File: config.mk
export PLATFORM = sky130hd
export DESIGN_NAME = hwcu_hardwired_ctrl
export DESIGN_NICKNAME = d
export VERILOG_FILES = /design/src/rtl/hwcu_pkg.sv /design/src/rtl/hwcu_opdec.sv /design/src/rtl/hwcu_cond.sv /design/src/rtl/hwcu_step_ctr.sv /design/src/rtl/hwcu_ctl_gen.sv /design/src/rtl/hwcu_hardwired_ctrl.sv
export SDC_FILE = /design/constraint.sdc
export NUM_CORES = 1
export LEC_CHECK = 0
export BUFFER_PORTS_ARGS = -buffer_cell sky130_fd_sc_hd__buf_2
export CAP_MARGIN = 20
export CORE_AREA = 2 2 39 41
export DETAILED_ROUTE_END_ITERATION = 10
export DIE_AREA = 0 0 41 43
export PLACE_DENSITY_LB_ADDON = 0.08
export SETUP_SLACK_MARGIN = 0.2
export SYNTH_ARGS = -nofsm -noshare
export SYNTH_HDL_FRONTEND = slang
export SYNTH_SLANG_ARGS = --single-unit
File: constraint.sdc
create_clock -name clk -period 2.55 [get_ports clk]
set_input_delay 0.1275 -clock clk [delete_from_list [all_inputs] [get_ports clk]]
set_output_delay 0.1275 -clock clk [all_outputs]
set_load 0.1 [all_outputs]
File: src/rtl/hwcu_pkg.sv
package hwcu_pkg;

   // Datapath enable bundle, one bit per control point.
   typedef struct packed {
      logic pc_out;
      logic pc_in;
      logic pc_inc;
      logic mar_in;
      logic mdr_in;
      logic mdr_out;
      logic ir_in;
      logic reg_in;
      logic reg_out;
      logic alu_add;
      logic mem_rd;
      logic mem_wr;
      logic tmp_out;
   } hwcu_ctl_t;

   localparam hwcu_ctl_t HWCU_CTL_IDLE = '0;

   // Execution class selected by the decode step.
   typedef enum logic [2:0] {
      SEQ_NONE   = 3'd0,
      SEQ_LOAD   = 3'd1,
      SEQ_ADD    = 3'd2,
      SEQ_STORE  = 3'd3,
      SEQ_BRANCH = 3'd4
   } hwcu_seq_e;

endpackage

File: src/rtl/hwcu_opdec.sv
module hwcu_opdec
   import hwcu_pkg::*;
#(
   parameter int OPC_W     = 4,
   parameter int OP_LOAD   = 1,
   parameter int OP_ADD    = 2,
   parameter int OP_STORE  = 3,
   parameter int OP_BRANCH = 4
) (
   input  logic [OPC_W-1:0] opcode_i,
   output hwcu_seq_e        seq_o
);

   localparam logic [OPC_W-1:0] C_LOAD   = OPC_W'(OP_LOAD);
   localparam logic [OPC_W-1:0] C_ADD    = OPC_W'(OP_ADD);
   localparam logic [OPC_W-1:0] C_STORE  = OPC_W'(OP_STORE);
   localparam logic [OPC_W-1:0] C_BRANCH = OPC_W'(OP_BRANCH);

   always_comb begin
      seq_o = SEQ_NONE;
      if (opcode_i == C_LOAD) begin
         seq_o = SEQ_LOAD;
      end else if (opcode_i == C_ADD) begin
         seq_o = SEQ_ADD;
      end else if (opcode_i == C_STORE) begin
         seq_o = SEQ_STORE;
      end else if (opcode_i == C_BRANCH) begin
         seq_o = SEQ_BRANCH;
      end
   end

endmodule

File: src/rtl/hwcu_cond.sv
module hwcu_cond #(
   parameter int FLAG_W      = 4,
   parameter int BR_FLAG_IDX = 0,
   parameter bit BR_ON_SET   = 1'b1
) (
   input  logic [FLAG_W-1:0] flags_i,
   output logic              taken_o
);

   logic sel_flag;
   logic unused_flags;

   assign sel_flag     = flags_i[BR_FLAG_IDX];
   assign unused_flags = ^flags_i;

   generate
      if (BR_ON_SET) begin : g_on_set
         assign taken_o = sel_flag;
      end else begin : g_on_clear
         assign taken_o = ~sel_flag;
      end
   endgenerate

endmodule

File: src/rtl/hwcu_step_ctr.sv
module hwcu_step_ctr #(
   parameter int STEP_W      = 3,
   parameter bit MEM_WAIT_EN = 1'b1
) (
   input  logic              clk,
   input  logic              rst,
   input  logic              wait_req_i,
   input  logic              mem_done_i,
   input  logic              last_i,
   output logic [STEP_W-1:0] step_o
);

   logic [STEP_W-1:0] step_q;
   logic              stall;

   generate
      if (MEM_WAIT_EN) begin : g_wait
         assign stall = wait_req_i & ~mem_done_i;
      end else begin : g_nowait
         logic unused_wait;
         assign unused_wait = wait_req_i ^ mem_done_i;
         assign stall       = 1'b0;
      end
   endgenerate

   always_ff @(posedge clk) begin
      if (rst) begin
         step_q <= '0;
      end else if (!stall) begin
         if (last_i) begin
            step_q <= '0;
         end else begin
            step_q <= step_q + STEP_W'(1);
         end
      end
   end

   assign step_o = step_q;

   AST_RST_TO_FETCH: assert property (@(posedge clk)
      rst |=> step_q == '0);

   generate
      if (MEM_WAIT_EN) begin : g_hold_chk
         AST_STALL_HOLDS: assert property (@(posedge clk) disable iff (rst)
            (wait_req_i && !mem_done_i) |=> $stable(step_q));
      end
   endgenerate

endmodule

File: src/rtl/hwcu_ctl_gen.sv
module hwcu_ctl_gen
   import hwcu_pkg::*;
#(
   parameter int STEP_W = 3
) (
   input  logic [STEP_W-1:0] step_i,
   input  hwcu_seq_e         seq_i,
   input  logic              taken_i,
   output hwcu_ctl_t         ctl_o,
   output logic              wait_req_o,
   output logic              last_o
);

   localparam logic [STEP_W-1:0] T0 = STEP_W'(0);
   localparam logic [STEP_W-1:0] T1 = STEP_W'(1);
   localparam logic [STEP_W-1:0] T2 = STEP_W'(2);
   localparam logic [STEP_W-1:0] T3 = STEP_W'(3);
   localparam logic [STEP_W-1:0] T4 = STEP_W'(4);
   localparam logic [STEP_W-1:0] T5 = STEP_W'(5);
   localparam logic [STEP_W-1:0] T6 = STEP_W'(6);
   localparam logic [STEP_W-1:0] T7 = STEP_W'(7);

   logic [STEP_W-1:0] seq_end;
   logic              in_fetch;

   assign in_fetch = (step_i <= T3);

   // Final step of each execution class.
   always_comb begin
      case (seq_i)
         SEQ_LOAD:   seq_end = T6;
         SEQ_ADD:    seq_end = T7;
         SEQ_STORE:  seq_end = T6;
         SEQ_BRANCH: seq_end = taken_i ? T5 : T3;
         default:    seq_end = T3;
      endcase
   end

   assign last_o = (step_i >= seq_end);

   // Steps that wait on memory completion.
   always_comb begin
      wait_req_o = 1'b0;
      if (step_i == T1) begin
         wait_req_o = 1'b1;
      end else if (step_i == T5 && (seq_i == SEQ_LOAD || seq_i == SEQ_ADD)) begin
         wait_req_o = 1'b1;
      end else if (step_i == T6 && seq_i == SEQ_STORE) begin
         wait_req_o = 1'b1;
      end
   end

   // Enable generation.
   always_comb begin
      ctl_o = HWCU_CTL_IDLE;
      if (in_fetch) begin
         case (step_i)
            T0: begin
               ctl_o.pc_out = 1'b1;
               ctl_o.mar_in = 1'b1;
            end
            T1: begin
               ctl_o.mem_rd = 1'b1;
               ctl_o.pc_inc = 1'b1;
            end
            T2: begin
               ctl_o.mdr_out = 1'b1;
               ctl_o.ir_in   = 1'b1;
            end
            default: ;
         endcase
      end else begin
         case (seq_i)
            SEQ_LOAD: begin
               case (step_i)
                  T4: begin
                     ctl_o.reg_out = 1'b1;
                     ctl_o.mar_in  = 1'b1;
                  end
                  T5: ctl_o.mem_rd = 1'b1;
                  T6: begin
                     ctl_o.mdr_out = 1'b1;
                     ctl_o.reg_in  = 1'b1;
                  end
                  default: ;
               endcase
            end
            SEQ_ADD: begin
               case (step_i)
                  T4: begin
                     ctl_o.reg_out = 1'b1;
                     ctl_o.mar_in  = 1'b1;
                  end
                  T5: ctl_o.mem_rd = 1'b1;
                  T6: begin
                     ctl_o.mdr_out = 1'b1;
                     ctl_o.alu_add = 1'b1;
                  end
                  T7: begin
                     ctl_o.tmp_out = 1'b1;
                     ctl_o.reg_in  = 1'b1;
                  end
                  default: ;
               endcase
            end
            SEQ_STORE: begin
               case (step_i)
                  T4: begin
                     ctl_o.reg_out = 1'b1;
                     ctl_o.mar_in  = 1'b1;
                  end
                  T5: begin
                     ctl_o.reg_out = 1'b1;
                     ctl_o.mdr_in  = 1'b1;
                  end
                  T6: ctl_o.mem_wr = 1'b1;
                  default: ;
               endcase
            end
            SEQ_BRANCH: begin
               case (step_i)
                  T4: begin
                     ctl_o.pc_out  = 1'b1;
                     ctl_o.alu_add = 1'b1;
                  end
                  T5: begin
                     ctl_o.tmp_out = 1'b1;
                     ctl_o.pc_in   = 1'b1;
                  end
                  default: ;
               endcase
            end
            default: ;
         endcase
      end
   end

   always_comb begin
      AST_DECODE_QUIET: assert (step_i != T3 || ctl_o == HWCU_CTL_IDLE);
   end

endmodule

File: src/rtl/hwcu_hardwired_ctrl.sv
module hwcu_hardwired_ctrl
   import hwcu_pkg::*;
#(
   parameter int OPC_W       = 4,
   parameter int FLAG_W      = 4,
   parameter int BR_FLAG_IDX = 0,
   parameter bit BR_ON_SET   = 1'b1,
   parameter bit MEM_WAIT_EN = 1'b1,
   parameter int MAX_STEPS   = 8,
   parameter int OP_LOAD     = 1,
   parameter int OP_ADD      = 2,
   parameter int OP_STORE    = 3,
   parameter int OP_BRANCH   = 4
) (
   input  logic              clk,
   input  logic              rst,
   input  logic [OPC_W-1:0]  opcode_i,
   input  logic [FLAG_W-1:0] flags_i,
   input  logic              mem_done_i,
   output logic              pc_out_o,
   output logic              pc_in_o,
   output logic              pc_inc_o,
   output logic              mar_in_o,
   output logic              mdr_in_o,
   output logic              mdr_out_o,
   output logic              ir_in_o,
   output logic              reg_in_o,
   output logic              reg_out_o,
   output logic              alu_add_o,
   output logic              mem_rd_o,
   output logic              mem_wr_o,
   output logic              tmp_out_o
);

   localparam int STEP_W = $clog2(MAX_STEPS);

   // Elaboration-time parameter checks.
   generate
      if (MAX_STEPS < 8) begin : g_bad_steps
         $error("hwcu: MAX_STEPS must be at least 8");
      end
      if (BR_FLAG_IDX < 0 || BR_FLAG_IDX >= FLAG_W) begin : g_bad_flag
         $error("hwcu: BR_FLAG_IDX outside flag vector");
      end
      if (OPC_W < 3) begin : g_bad_opc
         $error("hwcu: OPC_W too narrow for four opcodes");
      end
      if (OP_LOAD == OP_ADD || OP_LOAD == OP_STORE || OP_LOAD == OP_BRANCH ||
          OP_ADD == OP_STORE || OP_ADD == OP_BRANCH || OP_STORE == OP_BRANCH) begin : g_bad_ops
         $error("hwcu: opcode values must be distinct");
      end
   endgenerate

   hwcu_seq_e         seq;
   logic              taken;
   logic [STEP_W-1:0] step;
   logic              wait_req;
   logic              last;
   hwcu_ctl_t         ctl_raw;
   hwcu_ctl_t         ctl;

   hwcu_opdec #(
      .OPC_W     (OPC_W),
      .OP_LOAD   (OP_LOAD),
      .OP_ADD    (OP_ADD),
      .OP_STORE  (OP_STORE),
      .OP_BRANCH (OP_BRANCH)
   ) opdec_i (
      .opcode_i (opcode_i),
      .seq_o    (seq)
   );

   hwcu_cond #(
      .FLAG_W      (FLAG_W),
      .BR_FLAG_IDX (BR_FLAG_IDX),
      .BR_ON_SET   (BR_ON_SET)
   ) cond_i (
      .flags_i (flags_i),
      .taken_o (taken)
   );

   hwcu_step_ctr #(
      .STEP_W      (STEP_W),
      .MEM_WAIT_EN (MEM_WAIT_EN)
   ) ctr_i (
      .clk        (clk),
      .rst        (rst),
      .wait_req_i (wait_req),
      .mem_done_i (mem_done_i),
      .last_i     (last),
      .step_o     (step)
   );

   hwcu_ctl_gen #(
      .STEP_W (STEP_W)
   ) gen_i (
      .step_i     (step),
      .seq_i      (seq),
      .taken_i    (taken),
      .ctl_o      (ctl_raw),
      .wait_req_o (wait_req),
      .last_o     (last)
   );

   assign ctl = rst ? HWCU_CTL_IDLE : ctl_raw;

   assign pc_out_o  = ctl.pc_out;
   assign pc_in_o   = ctl.pc_in;
   assign pc_inc_o  = ctl.pc_inc;
   assign mar_in_o  = ctl.mar_in;
   assign mdr_in_o  = ctl.mdr_in;
   assign mdr_out_o = ctl.mdr_out;
   assign ir_in_o   = ctl.ir_in;
   assign reg_in_o  = ctl.reg_in;
   assign reg_out_o = ctl.reg_out;
   assign alu_add_o = ctl.alu_add;
   assign mem_rd_o  = ctl.mem_rd;
   assign mem_wr_o  = ctl.mem_wr;
   assign tmp_out_o = ctl.tmp_out;

   AST_RD_WR_EXCL: assert property (@(posedge clk) disable iff (rst)
      !(mem_rd_o && mem_wr_o));

   AST_IR_THEN_DECODE: assert property (@(posedge clk) disable iff (rst)
      ir_in_o |=> (ctl == HWCU_CTL_IDLE));

   AST_BR_SKIP: assert property (@(posedge clk) disable iff (rst)
      (step == STEP_W'(3) && opcode_i == OPC_W'(OP_BRANCH) &&
       flags_i[BR_FLAG_IDX] != BR_ON_SET) |=> step == '0);

   AST_END_WRAPS: assert property (@(posedge clk) disable iff (rst)
      (last && !(wait_req && !mem_done_i && MEM_WAIT_EN)) |=> (pc_out_o && mar_in_o));

endmodule

==> results by group <==
Logic synthesis
  • Synth Area per Inst: approximately 7.9 um^2
  • Post-Synthesis Cells: 79
  • Yosys warning count: 0
  • Synth Register Bits: 3
  • Synth Cell Area: 620.6 um^2
  • Post-synthesis net count: between 90 and 100
  • Top cells by count, synth: 9 x ha_1, 9 x nor2_1, 6 x nand2b_1
  • Yosys top cell area share: 18.15%
  • EDFF count, synth: 0
  • Post-synth ARST share: 0%
  • Sequential share of the synthesized area: about a tenth
  • Top post-synthesis cells by area: ha_1 18%, dfxtp_1 9.7%, nand2b_1 6.0%, nor2_1 5.4%, nor4b_4 3.8%
  • Synth area leader: ha_1
  • Most used DFF post-synth: dfxtp_1
  • Post-synth cell types: 35

Clock network
  • CTS buffer count: 3
  • Root Driver: clkbuf_4
  • Clk slew on worst S/H paths: 0.04 ns
  • Clock buffer depth: 2
  • CTS Sinks: 3
  • CTS Hold Bufs: 0
  • H-tree depth: 1
  • Latest clock arrival within the worst-skew pair: roughly 0.24 ns
  • TritonCTS clock tree: built

GRT
  • Vias in the first global route: 540
  • Overall routing resource usage: 20.08%
  • Largest net degree at the start of global routing: 12
  • Initial antenna violation count: 0
  • Remaining Overflow, GRT: 0
  • Global-route wire length before repair: roughly 2400 um

STA
  • Worst slew pin tran: just under 0.5 ns
  • Final Setup Violations: 0
  • Fin. Hold Viols: 0
  • RSZ-0062 raised after global routing: no
  • Fin crit period: 2.198 ns
  • Slew Limit Fails: 0
  • Final period utilization: between 80 and 90%
  • TNS Setup: 0 ns
  • Final Skew: 0.003038 ns
  • Fmax: 0.4550 GHz
  • Worst rel slew slack: 67.73%

Cells and area
  • Proportion of layout cells with a drive suffix above 1: around two fifths
  • Area grow syn2layout: 28.43%
  • Final core utilization: 57.59%
  • Diodes inserted: 0
  • Nets: 121
  • Largest register FFs: 3

Detailed routing
  • Vias per cell: approximately 5.6
  • DR vias: 648
  • DRC: 0
  • Final wirelength: 1533 um
  • DRT iter0 DRCs: 8
  • Detail Route Antenna Nets: 0
  • Initial DRT Pass Iterations: 4
  • WL/cell: ~13 um

Critical path
  • CP arrival: 2.07 ns
  • Element type at the critical path end: primary output
  • CP required: approximately 2.4 ns
  • Crit path max fanout: 6
  • Worst Reg2Reg Path Length in Cells: 6
  • Crit start category: register
  • CP Class: register to primary output

Floorplan
  • I/O Pins: 24
  • Die Footprint: 1763 um^2
  • Die Wd: 41 um
  • CORE AREA: 1384 um^2
  • Row count: 14
  • Initial core utilization: between 40 and 50%
  • Die span in y: 43 um

Power
  • Maximum vdd ir drop: 0.4069 mV
  • Pwr Density: 961.9 nW/um^2
  • Leakage: 0.3800 nW
  • Pwr Total: roughly 0.77 mW

Run status
  • Outcome: complete, no violations

Placed design
  • DP HPWL: 1234 um
  • Gp weighted congestion: 0.7371
  • I/O Buffers: 20

Run
  • Maxcap violations: 0

Min path
  • Hold path cells: 3
  • Worst Hold Class: input port to register
==> report_power, final <==
part | switching [mW] | total, mW | internal [mW]
Combinational | 0.432 | 0.581 | 0.149
Sequential | 0.0306 | 0.0977 | 0.0671
Clock | 0.0292 | 0.0881 | 0.0589
Total | 0.492 | 0.767 | 0.275
==> stage by stage <==
step | hold slack [ns] | instance area (um^2) | setup WS (ns) | cells
after detailed placement | 0.5295 | 768.2 | 0.5228 | 112
after global placement | 0.5249 | 768.2 | 0.5668 | 112
after CTS | 0.3249 | 794.5 | 0.2565 | 116
after global routing | 0.3403 | 797.0 | 0.2474 | 116
after floorplan | 0.4474 | 674.4 | -0.1852 | 79
final | 0.3325 | 797.0 | 0.3523 | 116
==> layout make-up <==
| type | count | area, um^2 |
|---|---|---|
| Multi-Input combinational cell | 67 | 564.3 |
| Tap cell | 16 | 20.02 |
| Timing Repair Buffer | 20 | 102.6 |
| Inverter | 6 | 22.52 |
| Clock buffer | 4 | 26.28 |
| Sequential cell | 3 | 61.31 |
| Fill cell | 136 | 586.8 |
==> final timing paths <==
kind	from	endpoint	slack, ns
setup / recovery	ctr_i.step_o[1]$_SDFFE_PP0N_	reg_in_o	0.35
hold / removal	rst	ctr_i.step_o[0]$_SDFFE_PP0N_	0.33
setup reg to reg	ctr_i.step_o[0]$_SDFFE_PP0N_	ctr_i.step_o[2]$_SDFFE_PP0N_	0.97
hold reg to reg	ctr_i.step_o[0]$_SDFFE_PP0N_	ctr_i.step_o[0]$_SDFFE_PP0N_	0.53
==> timing repair <==
item | 4_1_cts | 5_1_grt
buffers inserted | 0 | 0
gates resized for setup | 0 | 1
endpoints found under the setup margin | 0 | 1
==> layer usage <==
layer  wire length [um]  up-vias  track usage [%]
li1                   -      325                -
met1                621      301            23.47
met2                823       20            35.00
met3                 62        2            1.571
met4                 26        0            8.000
met5                  0        -                0
==> placed cells by master (no fill, tap or decap), types with 2 or more instances in the layout <==
master	synthesis	final
ha_1	9	8
dfxtp_1	3	2
clkbuf_4	0	4
nor2_2	0	3
buf_2	0	19
o211ai_1	3	3
nor2_1	9	6
inv_1	5	5
nand2b_1	6	5
and3b_1	2	2
a21oi_1	3	3
nand2b_4	0	2
mux2i_1	2	2
nand2_1	5	5
nand4b_1	2	2
o21ai_0	4	4
==> critical path: stages (launching register included) <==
cell      delay [ns]
dfxtp_1         0.36
ha_1            0.23
ha_2            0.21
nand2b_4        0.18
nor2_1          0.15
nand2_1         0.15
o31ai_4         0.20
clkbuf_4        0.36
==> logic make-up after synthesis <==
kind of cell | Yosys count | share of synthesized area, %
xor+xnor | 1 | 1.412
simple gates | 38 | 40.32
flops | 3 | 9.678
compound gates | 17 | 19.36
mux | 2 | 3.226
buf+inv | 9 | 7.862
fa+ha+maj | 9 | 18.15
Power figures use the tool's default switching activity.
